### src/rtl/csa_tree_pkg.sv
package csa_tree_pkg;

  localparam int MAX_OPS   = 64;
  localparam int MAX_NODES = 3 * MAX_OPS;

  // Query selectors for the schedule function
  localparam int Q_IN0   = 0;
  localparam int Q_IN1   = 1;
  localparam int Q_IN2   = 2;
  localparam int Q_COUNT = 3;
  localparam int Q_DEPTH = 4;
  localparam int Q_OUT_A = 5;
  localparam int Q_OUT_B = 6;

  // Node numbering: operands are nodes 0..n-1.
  // Compressor k writes its sum to node n+2k and its carry to node n+2k+1.
  function automatic int sched_query(input int n, input int k, input int sel);
    int lst   [MAX_NODES];
    int dep   [MAX_NODES];
    int rdy   [MAX_NODES];
    int wt    [MAX_NODES];
    int nxt   [MAX_NODES];
    int cnt, nr, nw, nn, comp, maxd, res, used, id, d;
    for (int i = 0; i < MAX_NODES; i++) begin
      lst[i] = (i < n) ? i : 0;
      dep[i] = 0;
      rdy[i] = 0;
      wt[i]  = 0;
      nxt[i] = 0;
    end
    cnt  = n;
    comp = 0;
    maxd = 0;
    res  = -1;
    for (int lvl = 0; lvl < 2 * MAX_OPS; lvl++) begin
      if (cnt > 2) begin
        nr = 0;
        nw = 0;
        for (int j = 0; j < MAX_NODES; j++) begin
          if (j < cnt) begin
            if (dep[lst[j]] <= lvl) begin
              rdy[nr] = lst[j];
              nr++;
            end else begin
              wt[nw] = lst[j];
              nw++;
            end
          end
        end
        if (nr >= 3) begin
          nn   = 0;
          used = 0;
          for (int g = 0; g < MAX_NODES; g = g + 3) begin
            if (g + 2 < nr) begin
              id = n + 2 * comp;
              if (comp == k && sel <= Q_IN2) res = rdy[g + sel];
              d = dep[rdy[g]];
              if (dep[rdy[g + 1]] > d) d = dep[rdy[g + 1]];
              if (dep[rdy[g + 2]] > d) d = dep[rdy[g + 2]];
              d = d + 1;
              dep[id]     = d;
              dep[id + 1] = d;
              if (d > maxd) maxd = d;
              nxt[nn]     = id;
              nxt[nn + 1] = id + 1;
              nn   = nn + 2;
              comp = comp + 1;
              used = g + 3;
            end
          end
          for (int j = 0; j < MAX_NODES; j++) begin
            if (j >= used && j < nr) begin
              nxt[nn] = rdy[j];
              nn++;
            end
          end
          for (int j = 0; j < MAX_NODES; j++) begin
            if (j < nw) begin
              nxt[nn] = wt[j];
              nn++;
            end
          end
          for (int j = 0; j < MAX_NODES; j++) lst[j] = nxt[j];
          cnt = nn;
        end
      end
    end
    case (sel)
      Q_COUNT: res = comp;
      Q_DEPTH: res = maxd;
      Q_OUT_A: res = (cnt >= 1) ? lst[0] : -1;
      Q_OUT_B: res = (cnt >= 2) ? lst[1] : -1;
      default: ;
    endcase
    return res;
  endfunction

endpackage

### src/rtl/csa_stage.sv
module csa_stage #(
  parameter int W = 12
) (
  input  logic [W-1:0] a_i,
  input  logic [W-1:0] b_i,
  input  logic [W-1:0] c_i,
  output logic [W-1:0] sum_o,
  output logic [W-1:0] carry_o
);

  logic [W-1:0] maj_w;

  assign sum_o   = a_i ^ b_i ^ c_i;
  assign maj_w   = (a_i & b_i) | (a_i & c_i) | (b_i & c_i);
  // Carry moves up one weight; bit 0 takes 0, the top carry drops out
  assign carry_o = maj_w << 1;

endmodule

### src/rtl/csa_final_add.sv
module csa_final_add #(
  parameter int W = 12
) (
  input  logic [W-1:0] a_i,
  input  logic [W-1:0] b_i,
  output logic [W-1:0] sum_o
);

  function automatic logic [W-1:0] ripple_add(input logic [W-1:0] x, input logic [W-1:0] y);
    logic [W-1:0] r;
    logic         cy;
    cy = 1'b0;
    for (int i = 0; i < W; i++) begin
      r[i] = x[i] ^ y[i] ^ cy;
      cy   = (x[i] & y[i]) | (x[i] & cy) | (y[i] & cy);
    end
    return r;
  endfunction

  assign sum_o = ripple_add(a_i, b_i);

endmodule

### src/rtl/csa_tree_adder.sv
module csa_tree_adder #(
  parameter int N  = 7,
  parameter int IW = 8,
  parameter int W  = 12,
  parameter int CW = 8,
  localparam int ROWS = (N > 0) ? N : 1
) (
  input  logic [ROWS-1:0][IW-1:0] ops_i,
  output logic [W-1:0]            sum_o,
  output logic [W-1:0]            carry_o,
  output logic [W-1:0]            total_o,
  output logic [CW-1:0]           n_csa_o,
  output logic [CW-1:0]           depth_o
);

  import csa_tree_pkg::*;

  localparam int NCOMP   = sched_query(N, 0, Q_COUNT);
  localparam int DEPTH   = sched_query(N, 0, Q_DEPTH);
  localparam int NODES   = N + 2 * NCOMP;
  localparam int NODE_SZ = (NODES > 0) ? NODES : 1;
  localparam int IDX_A   = sched_query(N, 0, Q_OUT_A);
  localparam int IDX_B   = sched_query(N, 0, Q_OUT_B);

  function automatic logic [W-1:0] widen(input logic [IW-1:0] x);
    logic [W-1:0] r;
    r = '0;
    r[IW-1:0] = x;
    return r;
  endfunction

  logic [W-1:0] node [NODE_SZ];
  logic [W-1:0] red_a_w;
  logic [W-1:0] red_b_w;

  genvar gi;
  generate
    if (N == 0) begin : g_empty
      assign node[0] = '0;
    end
    for (gi = 0; gi < N; gi++) begin : g_in
      assign node[gi] = widen(ops_i[gi]);
    end
    for (gi = 0; gi < NCOMP; gi++) begin : g_csa
      localparam int IA = sched_query(N, gi, Q_IN0);
      localparam int IB = sched_query(N, gi, Q_IN1);
      localparam int IC = sched_query(N, gi, Q_IN2);
      csa_stage #(.W(W)) u_stage (
        .a_i     (node[IA]),
        .b_i     (node[IB]),
        .c_i     (node[IC]),
        .sum_o   (node[N + 2 * gi]),
        .carry_o (node[N + 2 * gi + 1])
      );
    end
    if (IDX_A >= 0) begin : g_ra
      assign red_a_w = node[IDX_A];
    end else begin : g_ra0
      assign red_a_w = '0;
    end
    if (IDX_B >= 0) begin : g_rb
      assign red_b_w = node[IDX_B];
    end else begin : g_rb0
      assign red_b_w = '0;
    end
  endgenerate

  csa_final_add #(.W(W)) u_cpa (
    .a_i   (red_a_w),
    .b_i   (red_b_w),
    .sum_o (total_o)
  );

  assign sum_o   = red_a_w;
  assign carry_o = red_b_w;
  assign n_csa_o = CW'(NCOMP);
  assign depth_o = CW'(DEPTH);

endmodule

### config.mk
export PLATFORM = sky130hd
export DESIGN_NAME = csa_tree_adder
export DESIGN_NICKNAME = d
export VERILOG_FILES = /design/src/rtl/csa_tree_pkg.sv /design/src/rtl/csa_stage.sv /design/src/rtl/csa_final_add.sv /design/src/rtl/csa_tree_adder.sv
export SDC_FILE = /design/constraint.sdc
export NUM_CORES = 1
export LEC_CHECK = 0
export CAP_MARGIN = 25
export CORE_ASPECT_RATIO = 0.6
export CORE_MARGIN = 2
export CORE_UTILIZATION = 35
export DETAILED_ROUTE_END_ITERATION = 6
export GPL_TIMING_DRIVEN = 0
export PLACE_DENSITY = 0.94
export SLEW_MARGIN = 10
export SYNTH_ARGS = -nofsm -noshare
export SYNTH_HDL_FRONTEND = slang
export SYNTH_SLANG_ARGS = --single-unit
### constraint.sdc
create_clock -name vclk -period 12.2
set_clock_uncertainty 0.1 [all_clocks]
set_input_delay 2.44 -clock vclk [all_inputs]
set_output_delay 2.44 -clock vclk [all_outputs]
set_load 0.05 [all_outputs]
==> results.yml, run 1 <==
grt:
  first_global_vias: 1201
  grt_pass1_wl_um: 5119
  overflow: 0
  grt_usage_pct: 14.28
  grt_start_max_net_pins: 3
  antenna_found_initial: 0
timing:
  max-slew-margin-rel_pct: 64.84
  post-route-min-period_ns: 11.87
  fin_crit_sh_pct: 97.28
  layout_setup_ws_ns: 0.3315
  setup_viol: 0
  rsz0062_at_grt: "no"
  max_freq_mhz: 84.26
  finalSetupTns_ns: 0
  worst_pin_slew_ns: 0.5257
  drv_slew: 0
  finalHoldViolations: 0
final_layout:
  num-fill-cells: 299
  diodes: 0
  n_clock_buffer: 0
  regArea_um2: 0
  nNetsFinal: 350
  final_layout_size_suffix_gt1_share_pct: 9.504
  syn2layout_area_growth_pct: 72.47
  n_sequential_cell: 0
  fin_util_pct: 63.60
hold_path:
  hold_path.class: "in -> out"
floorplan:
  rows: 17
  die_height_um: 52.51
  start_util_pct: 36.87
  dieArea_um2: 4455
  core_area_um2: 3722
  io_pins: 108
  fp.dieW_um: 84.85
worst_setup_path:
  worst-path-max-fanout: 2
  path_class: "in -> out"
  required_ns: 9.66
  cp-end-kind: "output port"
  crit_path_start_kind: "primary input"
  arrival_ns: 9.33
logic_synthesis:
  synthTopCellsByCount: "inv_1, fa_1, buf_4"
  synth.top_cells.by_area: "fa_1, inv_1, buf_4, ha_1, conb_1"
  synth.avg_cell_area_um2: 10.09
  synthDistinctLibCells: 5
  syn_area_um2: 1373
  syn_inst: 136
  synth_most_common_cell: "inv_1"
  yosysTopAreaCell: "fa_1"
  synth.top_cell.area_share_pct: 65.63
  yosys_warnings: 0
  synth.yosys.seq_area_share_pct: 0
outcome:
  status: "finished clean"
drt:
  vias: 1084
  wl_met3_um: 383
  final_antenna_net_count: 0
  routedWlPerCell_um: 10.07
  top_layer_used: "met3"
  wl_met1_um: 924
  routed_wl_um: 2910
  drc_errors: 0
  drt_iter0_drc: 3
  drtPass1Iterations: 3
  viasPerCell: 3.751
  routed-wl-met2_um: 1603
cts:
  post_cts.repair.setup_buffers: 0
  cts-hold-fix-buffers: 0
  post_cts_resized: 0
placed_design:
  dp_hpwl_um: 2921
  pre_cts_slack_ns: 0.2720
  portBuffers: 86
  place_congestion: 0.7203
flow_run:
  drv_cap: 0
## per-stage QoR
step | hold WS [ns] | area (µm²) | instances
6_report | 6.118 | 2367 | 289
5_1_grt | 6.153 | 2367 | 289
4_1_cts | 6.125 | 2367 | 289
3_5_place_dp | 6.118 | 2367 | 289
3_3_place_gp | 6.106 | 2367 | 289
2_1_floorplan | 5.149 | 1448 | 156
## cells by family (layout without fill, tap and decap cells)
logic type,count (synthesis),count (layout),share of synthesized area [%]
fa+ha+maj,50,50,70.19
other cells,2,22,0.5472
buf+inv,84,170,29.26
## cells in the final DEF, fill, tap and decap left out
cell type and instances:
clkdlybuf4s50_1 86, fa_1 45, conb_1 22, ha_1 5, inv_1 61, buf_4 23
## final timing paths
path	start	endpoint	slack (ns)	cells after the start
setup / recovery	ops_i[2]	total_o[9]	0.33	20
hold / removal	ops_i[48]	carry_o[1]	6.12	3
## critical path: stages
cell	delay, ns
clkdlybuf4s50_1	0.46
inv_1	0.05
fa_1	0.53
inv_1	0.05
fa_1	0.48
fa_1	0.52
fa_1	0.47
fa_1	0.43
inv_1	0.08
fa_1	0.17
inv_1	0.06
fa_1	0.45
fa_1	0.47
fa_1	0.47
fa_1	0.46
fa_1	0.42
inv_1	0.07
fa_1	0.41
inv_1	0.06
clkdlybuf4s50_1	0.79
## layout make-up
class                      count  area (µm²)  area share [%]
multi-input combinational     72        1046           44.19
buffer                        23       172.7           7.294
inverter                      61       229.0           9.672
tap                           47       58.81           2.484
timing repair buffer          86       860.8           36.36
## per-layer routing
metal	vias to the layer above	track usage (%)
met4	0	0
met1	501	15.52
li1	517	-
met5	-	0
met2	66	30.05
met3	0	3.622
Power of run 1 is not shown: default switching activity piles up to over one toggle a cycle in this logic, so the estimate is an artifact.
==> run 2: changes to the inputs <==
- CAP_MARGIN: 25 -> default
==> results of run 2 <==
Same layout as run 1: the final DEF is identical, and so are final timing and power.
Power of run 2 is left out for the same reason.
